$ cat config.mk
export PLATFORM = sky130hd
export DESIGN_NAME = hz_fwd_ctrl
export DESIGN_NICKNAME = d
export VERILOG_FILES = /design/src/rtl/hz_pkg.sv /design/src/rtl/hz_src_resolve.sv /design/src/rtl/hz_stall_arb.sv /design/src/rtl/hz_sel_reg.sv /design/src/rtl/hz_fwd_ctrl.sv
export SDC_FILE = /design/constraint.sdc
export NUM_CORES = 1
export LEC_CHECK = 0
export BUFFER_PORTS_ARGS = -buffer_cell sky130_fd_sc_hd__clkbuf_2
export CAP_MARGIN = 20
export CORE_UTILIZATION = 40
export DETAILED_ROUTE_END_ITERATION = 8
export PLACE_DENSITY_LB_ADDON = 0.15
export SYNTH_ARGS = -nofsm -noshare
export SYNTH_HDL_FRONTEND = slang
export SYNTH_SLANG_ARGS = --single-unit
export TNS_END_PERCENT = 10
$ cat constraint.sdc
create_clock -name clk -period 2.1 [get_ports clk]
set_clock_uncertainty 0.05 [all_clocks]
set_input_delay 0.105 -clock clk [delete_from_list [all_inputs] [get_ports clk]]
set_output_delay 0.105 -clock clk [all_outputs]
set_load 0.03 [all_outputs]
$ cat src/rtl/hz_pkg.sv
package hz_pkg;
    timeunit 1ns;
    timeprecision 1ps;

    localparam int REG_AW   = 5;   // register number width
    localparam int NUM_PROD = 3;   // producers visible from decode: EX, MEM1, MEM2
    localparam int LD_BLOCK = 2;   // producers closer than this that are loads cannot forward
    localparam int NUM_SRC  = 2;   // source operands per instruction

    typedef enum logic [1:0] {
        FWD_RF   = 2'd0,
        FWD_EXM1 = 2'd1,
        FWD_M1M2 = 2'd2,
        FWD_M2WB = 2'd3
    } fwd_sel_e;

    typedef logic [REG_AW-1:0] reg_t;

    typedef struct packed {
        logic we;
        logic ld;
        reg_t dst;
    } prod_t;

    function automatic logic prod_hits(prod_t p, reg_t src);
        return p.we && (p.dst == src) && (src != '0);
    endfunction
endpackage

$ cat src/rtl/hz_src_resolve.sv
module hz_src_resolve
    import hz_pkg::*;
(
    input  prod_t    prod [NUM_PROD],
    input  reg_t     src,
    output fwd_sel_e sel,
    output logic     hold
);
    timeunit 1ns;
    timeprecision 1ps;

    // Walk oldest to youngest so the youngest match is the one left standing.
    always_comb begin
        sel  = FWD_RF;
        hold = 1'b0;
        for (int i = NUM_PROD - 1; i >= 0; i--) begin
            if (prod_hits(prod[i], src)) begin
                if (prod[i].ld && (i < LD_BLOCK)) begin
                    sel  = FWD_RF;
                    hold = 1'b1;
                end else begin
                    sel  = fwd_sel_e'(2'(i + 1));
                    hold = 1'b0;
                end
            end
        end
    end
endmodule

$ cat src/rtl/hz_stall_arb.sv
module hz_stall_arb
    import hz_pkg::*;
(
    input  logic [NUM_SRC-1:0] hold,
    input  logic               mispredict,
    input  logic               jump,
    output logic               stall,
    output logic               bubble,
    output logic               flush
);
    timeunit 1ns;
    timeprecision 1ps;

    logic hazard;

    always_comb begin
        hazard = |hold;
        flush  = mispredict | jump;
        stall  = hazard & ~flush;   // the redirect wins over a stall
        bubble = hazard | flush;
    end
endmodule

$ cat src/rtl/hz_sel_reg.sv
module hz_sel_reg
    import hz_pkg::*;
(
    input  logic     clk,
    input  logic     rst,
    input  logic     clear,
    input  fwd_sel_e d,
    output fwd_sel_e q
);
    timeunit 1ns;
    timeprecision 1ps;

    always_ff @(posedge clk) begin
        if (rst || clear) q <= FWD_RF;
        else              q <= d;
    end
endmodule

$ cat src/rtl/hz_fwd_ctrl.sv
module hz_fwd_ctrl
    import hz_pkg::*;
(
    input  logic              clk,
    input  logic              rst,
    input  logic [REG_AW-1:0] ex_dst,
    input  logic              ex_we,
    input  logic              ex_ld,
    input  logic [REG_AW-1:0] m1_dst,
    input  logic              m1_we,
    input  logic              m1_ld,
    input  logic [REG_AW-1:0] m2_dst,
    input  logic              m2_we,
    input  logic [REG_AW-1:0] id_rs_a,
    input  logic [REG_AW-1:0] id_rs_b,
    input  logic              ex_mispredict,
    input  logic              ex_jump,
    output logic              stall,
    output logic              bubble,
    output logic              flush,
    output logic [1:0]        fwd_a,
    output logic [1:0]        fwd_b
);
    timeunit 1ns;
    timeprecision 1ps;

    prod_t               prod [NUM_PROD];
    reg_t                srcs [NUM_SRC];
    fwd_sel_e            sel_d [NUM_SRC];
    fwd_sel_e            sel_q [NUM_SRC];
    logic [NUM_SRC-1:0]  hold;

    // Index 0 is the youngest producer. The mem2 result may always be
    // forwarded, so its load flag is not needed.
    always_comb begin
        prod[0] = '{we: ex_we, ld: ex_ld, dst: ex_dst};
        prod[1] = '{we: m1_we, ld: m1_ld, dst: m1_dst};
        prod[2] = '{we: m2_we, ld: 1'b0,  dst: m2_dst};
        srcs[0] = id_rs_a;
        srcs[1] = id_rs_b;
    end

    for (genvar s = 0; s < NUM_SRC; s++) begin : g_src
        hz_src_resolve u_res (
            .prod (prod),
            .src  (srcs[s]),
            .sel  (sel_d[s]),
            .hold (hold[s])
        );

        hz_sel_reg u_sel (
            .clk   (clk),
            .rst   (rst),
            .clear (bubble),
            .d     (sel_d[s]),
            .q     (sel_q[s])
        );
    end

    hz_stall_arb u_arb (
        .hold       (hold),
        .mispredict (ex_mispredict),
        .jump       (ex_jump),
        .stall      (stall),
        .bubble     (bubble),
        .flush      (flush)
    );

    assign fwd_a = sel_q[0];
    assign fwd_b = sel_q[1];
endmodule

# ---- Word level (Yosys, flattened, before mapping)
# Cells that the tools add are included.
dict set report totals {
  mem_count 0
  register_bits 4
  ramBits 0
  output_inout_bits 7
  latch_bits 0
  inputBits 34
  romBits 0
}
dict set report op_classes {
  n_div 0
  add_sub_neg 0
  n_reduce_logical 16
  n_shift 0
  bitwise 4
  n_mux 14
  n_eq_ne 6
  mul 0
  order_cmp 0
}
# op n
set op_table {}
lappend op_table {{$eq A5 B5 Y1} 6}
lappend op_table {{$mux W2} 7}
lappend op_table {{$logic_and A1 B1 Y1} 12}
lappend op_table {{$reduce_bool A5 Y1} 2}
lappend op_table {{$mux W1} 7}
lappend op_table {{$or A1 B1 Y1} 2}
lappend op_table {{$reduce_or A2 Y1} 1}
lappend op_table {{$and A1 B1 Y1} 1}
lappend op_table {{$logic_or A1 B1 Y1} 1}
lappend op_table {{$not A1 Y1} 1}

# ---- Depth between registers and ports, before layout
# Gate-level depths: netlist of run 1.
dict set report depth {
  depth_word 8
  mapped_depth 6
  mapped_depth_nobuf 6
}

# ---- Hierarchy
# From an unflattened synthesis of run 1, not the netlist that was laid out.
dict set report unflattened {
  hier_cells 75
  hier_area_um2 649.4
}
# module cells_each n_inst area_each_um2
set modules_own_cells {}
lappend modules_own_cells {hz_src_resolve 31 2 252.7}
lappend modules_own_cells {hz_sel_reg 4 2 55.1}
lappend modules_own_cells {hz_stall_arb 4 1 30.0}
lappend modules_own_cells {hz_fwd_ctrl 1 1 3.8}

# ---- Least setup slack after synthesis of run 1
# Ideal clock, no wire load.
dict set report synth_timing {
  path_kind {input -> register}
  startpoint {in id_rs_a[1]}
  endpoint {reg g_src[1].u_sel.q[1]}
  stages 6
  n_path_buf 0
  setup_ns 0.073
  arrival_time_ns 1.719
  slack_ns 0.258
  t_required_ns 1.977
  cell_sequence {or4_1 -> nor2_1 -> nor4_1 -> a22o_1 -> a2111o_1 -> nor3b_2}
}
dict set report synth_via {
  elab_chain_cells 8
  word_cells_on_any_way 12
  cone_classes {eq/ne: 2; mux: 2; bitwise: 1; reduce/logical: 7}
}
# item line
set synth_lines {}
lappend synth_lines {{start, declared} hz_fwd_ctrl.sv:14} ;# input logic [REG_AW-1:0] id_rs_a,
lappend synth_lines {{$eq A5 B5 Y1} hz_pkg.sv:26} ;# return p.we && (p.dst == src) && (src != '0);
lappend synth_lines {{$logic_and A1 B1 Y1 (2 in series)} hz_pkg.sv:26}
lappend synth_lines {{$mux W1} hz_src_resolve.sv:17} ;# if (prod_hits(prod[i], src)) begin
lappend synth_lines {{$mux W1 *} hz_src_resolve.sv:17}
lappend synth_lines {{$reduce_or A2 Y1 *} hz_stall_arb.sv:17} ;# hazard = |hold;
lappend synth_lines {{$or A1 B1 Y1 *} hz_stall_arb.sv:20} ;# bubble = hazard | flush;
lappend synth_lines {{$logic_or A1 B1 Y1 *} hz_sel_reg.sv:14} ;# if (rst || clear) q <= FWD_RF;
lappend synth_lines {{end signal, assigned} hz_sel_reg.sv:14}
lappend synth_lines {{end signal, assigned} hz_sel_reg.sv:15} ;# else q <= d;
lappend synth_lines {{end, declared} hz_sel_reg.sv:8} ;# output fwd_sel_e q
# Every way passes the cells marked *; elsewhere a longest branch is shown, timed or not.
# A chain may end at the register's enable or synchronous reset.

# ---- Worst setup path in the final report of run 1
dict set report layout_timing {
  startpoint {in id_rs_b[0]}
  endpoint {out bubble}
}
dict set report layout_via {
  elab_chain_cells 7
  word_cells_on_any_way 11
  cone_classes {eq/ne: 2; mux: 2; bitwise: 1; reduce/logical: 6}
}
# item line
set layout_lines {}
lappend layout_lines {{start, declared} hz_fwd_ctrl.sv:15} ;# input logic [REG_AW-1:0] id_rs_b,
lappend layout_lines {{$eq A5 B5 Y1} hz_pkg.sv:26}
lappend layout_lines {{$logic_and A1 B1 Y1 (2 in series)} hz_pkg.sv:26}
lappend layout_lines {{$mux W1} hz_src_resolve.sv:17}
lappend layout_lines {{$mux W1 *} hz_src_resolve.sv:17}
lappend layout_lines {{$reduce_or A2 Y1 *} hz_stall_arb.sv:17}
lappend layout_lines {{$or A1 B1 Y1 *} hz_stall_arb.sv:20}
lappend layout_lines {{end, declared} hz_fwd_ctrl.sv:19} ;# output logic bubble,
# Marked as above.

==> results of run 1 <==
-- area by class of cell --
cell class	instances	area share, %
Multi-Input combinational cell	65	57.5
Clock buffer	3	2.61
Timing Repair Buffer	45	27.5
Inverter	2	0.870
Tap cell	15	2.17
Sequential cell	4	9.28
-- synthesized netlist by cell type (2+ instances only) --
library cell   n
xnor2_1       22
xor2_1         8
nand4_1        6
nor2_1         5
dfxtp_1        4
or4_1          4
a21oi_1        3
inv_1          2
mux2_2         2
nand2_1        2
nor3_1         2
nor4_1         2
-- critical path, stage by stage --
cell and delay [ps]:
clkbuf_2 120, or4_1 520, nor2_1 200, nor4_1 120, a22o_1 260, a21oi_1 200, nand2b_1 70, clkbuf_2 180
-- kinds of logic after synthesis --
group,count (synthesis),share of synthesized area (%)
xor+xnor,30,45.0
simple gates,27,28.9
compound gates,6,7.28
flops,4,13.7
mux,2,3.85
buf+inv,2,1.29
-- where the power goes --
| group | internal, uW | switching (uW) | total (uW) |
|---|---|---|---|
| clock network | 63.9 | 31.5 | 95.4 |
| registers | 76.7 | 0.0703 | 76.8 |
| logic | 71.0 | 67.0 | 138 |
-- final timing paths --
path / startpoint / end / slack (ps) / depth (start not counted)
setup / recovery: id_rs_b[0] / bubble / 160 / 8
hold / removal: ex_ld / g_src[1].u_sel.q[0] / 120 / 3
-- routing by layer --
metal  vias up  share of wire (%)
met2        35                 44
li1        353                  -
met1       313                 46
met5         -                  0
met3         2                8.9
met4         0               0.64
-- per-stage QoR --
step	setup slack [ps]	hold WS [ps]	std cells
2_1_floorplan	258	250	71
3_3_place_gp	92.6	361	131
3_5_place_dp	-64.1	362	131
4_1_cts	162	111	134
5_1_grt	38.9	135	134
6_report	161	117	134
-- cell usage in the layout (no fill, tap or decap) --
cell | netlist | routed
nor2_1 | 5 | 5
or2_2 | 1 | 1
nor4_1 | 2 | 2
mux2_2 | 2 | 2
clkbuf_4 | 0 | 3
nor3_1 | 2 | 2
nor3_2 | 1 | 1
a21boi_0 | 1 | 1
or3_1 | 1 | 1
a2111o_1 | 1 | 1
dfxtp_1 | 4 | 4
a22o_1 | 1 | 1
nand4_1 | 6 | 6
buf_4 | 0 | 5
or4_1 | 4 | 4
nor3b_2 | 1 | 1
inv_1 | 2 | 2
xnor2_1 | 22 | 22
nand2_1 | 2 | 2
nand2b_1 | 1 | 1
xor2_1 | 8 | 8
a21oi_1 | 3 | 3
or4_4 | 1 | 1
clkbuf_2 | 0 | 40
==> out/qor.yml, run 1 <==
outcome: "finished clean"
post-dp-hpwl_um: 1430
fin_nets: 155
start_util_pct: 43.8
place.gp.congestion: 0.821
synth_cell_type_count: 21
drt_iter0_drc: 16
grt_max_degree: 5
cts_buffer_depth: 2
cts_made_buffers: 3
critPathLaunchType: "input port"
num_vias: 703
critPathMaxFanout: 4
htreeDepth: 1
synth_top_area_share_pct: 33.0
grtUsageMet3_pct: 7.78
synthArstFlopShare_pct: 0
p_total_uw: 310
layout_min_cycle_time_ps: 1940
grt_pass1_wl_um: 2420
largest-register: "g_src.u_sel.q"
seq_area_um2: 80.1
grt_usage_pct: 22.6
endpoint_kind: "output port"
die_h_um: 40.2
vias_per_cell: 5.25
rsz0062_at_grt: "false"
io_buffers: 40
finish.utilization_pct: 64.7
path_clk_slew_ps: 40
required_ps: 1950
yosysSeqAreaShare_pct: 13.7
final_cell_area_um2: 863
synth_seq_cells: 4
synth_warnings: 0
routedWlPerCell_um: 11.7
area_delta_synth_final_pct: 47.8
cts_hold_buf: 0
setup.worst_path.class: "input port to output port"
synth.area.top_cells: "xnor2_1 33%, dfxtp_1 14%, xor2_1 12%"
grt_antenna_before_repair: 0
drtAntennaViolNets: 0
largest_register_ffs: 4
drt_pass1_iterations: 4
use_met1_pct: 29.2
relSlewSlack_pct: 62.1
core_mm2: 0.00133
ios: 41
grt_pass1_vias: 595
rows: 13
cts_root_buf: "clkbuf_4"
syn_inst: 71
ys.flop_type: "dfxtp_1"
cts_setup_buffers: 0
nFillCells: 124
slew_violations: 0
post-route-period-util_pct: 92.3
tns_ps: 0
busiest_layer: "met2"
wl_um: 1570
synth-edff-count: 0
clkSinkCount: 4
max_freq_mhz: 516
die-area_mm2: 0.00162
synth.cell_area_um2: 584
grt_overflow: 0
arrival_ps: 1780
hold_class: "input port to flop"
cts_resized: 0
diodes: 0
finalHoldViolCount: 0
leakagePower_uw: 0.000380
ir_worst_vdd_uv: 184
avgSynthCellArea_um2: 8.23
drc_errors: 0
reg.largest.list: "g_src.u_sel.q x4"
met2_usage_pct: 37.5
p_per_area_mw_per_mm2: 359
maxCapViolations: 0
synth_nets: 105
synth_top_area_cell: "xnor2_1"
dpl_cell_area_um2: 841
cts_tree: "built"
worstMarginPinSlew_ps: 564
drive_gt1_share_pct: 45.4
multi_input_area_um2: 497
finalSetupViolCount: 0
dieWidth_um: 40.2
Power figures use the tool's default switching activity.
==> run 2, diff against run 1 <==
--- a/config.mk
+++ b/config.mk
@@ -9,7 +9,7 @@
 export CAP_MARGIN = 20
 export CORE_UTILIZATION = 40
 export DETAILED_ROUTE_END_ITERATION = 8
-export PLACE_DENSITY_LB_ADDON = 0.15
+export PLACE_DENSITY = 0.89
 export SYNTH_ARGS = -nofsm -noshare
 export SYNTH_HDL_FRONTEND = slang
 export SYNTH_SLANG_ARGS = --single-unit
==> run 2 against run 1 <==
Cell area decreased by 1.7%. Combinational power about the same. Global-route usage decreased by 0.53 points. Cell count decreased by 1.5%. Hold slack improved by 19 ps. Die area unchanged. Count of clock-buffer cells in the layout unchanged.
==> out/qor.yml, run 2 (synthesized netlist as in run 1, its figures left out) <==
cts_hold_buf: 0
die-area_mm2: 0.00162
core_mm2: 0.00133
routed.top_layer: "met4"
critPathMaxFanout: 4
cts_buffer_depth: 2
critPathLaunchType: "input port"
met3_length_um: 85
reg.largest.list: "g_src.u_sel.q x4"
drt-met1-wl_um: 604
min_path_cells: 3
outcome: "finished clean"
leakagePower_uw: 0.000369
area_delta_synth_final_pct: 45.2
start_util_pct: 43.8
slew_violations: 0
worstMarginPinSlew_ps: 518
ir_worst_vdd_uv: 158
max_freq_mhz: 534
rsz0062_at_grt: "false"
cts_root_buf: "clkbuf_4"
required_ps: 1950
dr_wl_met2_um: 836
p_total_uw: 306
drive_gt1_share_pct: 44.4
hold_ws_ps: 135
fin_nets: 153
drt_pass1_iterations: 4
drtAntennaViolNets: 0
finalSetupViolCount: 0
tns_ps: 0
fin_ws_ps: 226
routedWlPerCell_um: 11.8
relSlewSlack_pct: 65.1
grt_pass1_vias: 676
layout_min_cycle_time_ps: 1870
hold_class: "input port to flop"
drc_errors: 0
drt_iter0_drc: 1
worst_hold_path.endpoint: "g_src[1].u_sel.q[0]"
htreeDepth: 1
path_clk_slew_ps: 40
dieWidth_um: 40.2
place.gp.congestion: 0.804
diodes: 0
largest_register_ffs: 4
largest-register: "g_src.u_sel.q"
cts_made_buffers: 3
io_buffers: 40
cts_tree: "built"
dp_slack_ps: 11.6
arrival_ps: 1720
rows: 13
setup.worst_path.class: "input port to output port"
post-route-period-util_pct: 89.3
grt_overflow: 0
p_per_area_mw_per_mm2: 361
post-dp-hpwl_um: 1430
endpoint_kind: "output port"
grt_antenna_before_repair: 0
vias_per_cell: 5.38
die_h_um: 40.2
ios: 41
maxCapViolations: 0
finalHoldViolCount: 0
grt_pass1_wl_um: 2430
grt_max_degree: 5
cts_resized: 0
num_vias: 710
cts_setup_buffers: 0
layout_common_cells: "40 x clkbuf_2, 22 x xnor2_1, 8 x xor2_1"
grt_usage_pct: 22.0
worstHoldStart: "ex_ld"
clkSinkCount: 4
layout_commonest_cell: "clkbuf_2"
wl_um: 1560
run 2: cell types whose count changed in the layout (fill, tap and decap cells not counted), sizes merged:
cell	change
buf	-2
run 2: worst max-delay path, cell delays in order:
cell      delay, ps
clkbuf_2        130
or4_1           520
nor2_1          160
nor4_1          110
a22o_1          260
a21oi_1         190
nand2b_1         70
clkbuf_2        180
run 2: metal layers:
layer | track usage (%) | vias to the layer above
met4 | 12.5 | 0
met5 | 0 | -
met3 | 0 | 4
met2 | 44.8 | 34
li1 | - | 351
met1 | 22.1 | 321
run 2: report_power, final:
group,switching (uW),leakage [uW],internal (uW)
combinational,67.5,0.000323,69.4
sequential,0.0694,0.0000322,76.7
clock,28.9,0.0000138,63.8
total,96.5,0.000369,210
run 2: stage by stage:
stage / cells / area (um2) / utilization, %
floorplan: 71 / 584 / -
global placement: 129 / 826 / 61.9
global route: 132 / 848 / 63.6
detailed placement: 129 / 826 / 61.9
CTS: 132 / 848 / 63.6
finish: 132 / 848 / 63.6
run 2: worst max-delay path by stage:
stage,startpoint,end,slack [ps]
after floorplan,id_rs_a[1],g_src[1].u_sel.q[1],260
after global placement,id_rs_b[0],g_src[1].u_sel.q[1],90
after detailed placement,id_rs_b[0],g_src[1].u_sel.q[1],10
after CTS,id_rs_b[0],bubble,220
after global routing,id_rs_a[1],bubble,40
final,id_rs_b[0],bubble,230
run 2: layout make-up:
type / instances / area, um2
Tap cell: 15 / 18.8
Sequential cell: 4 / 80.1
Clock buffer: 3 / 22.5
Fill cell: 126 / 485
Inverter: 2 / 7.51
Multi-Input combinational cell: 65 / 497
Timing Repair Buffer: 43 / 223
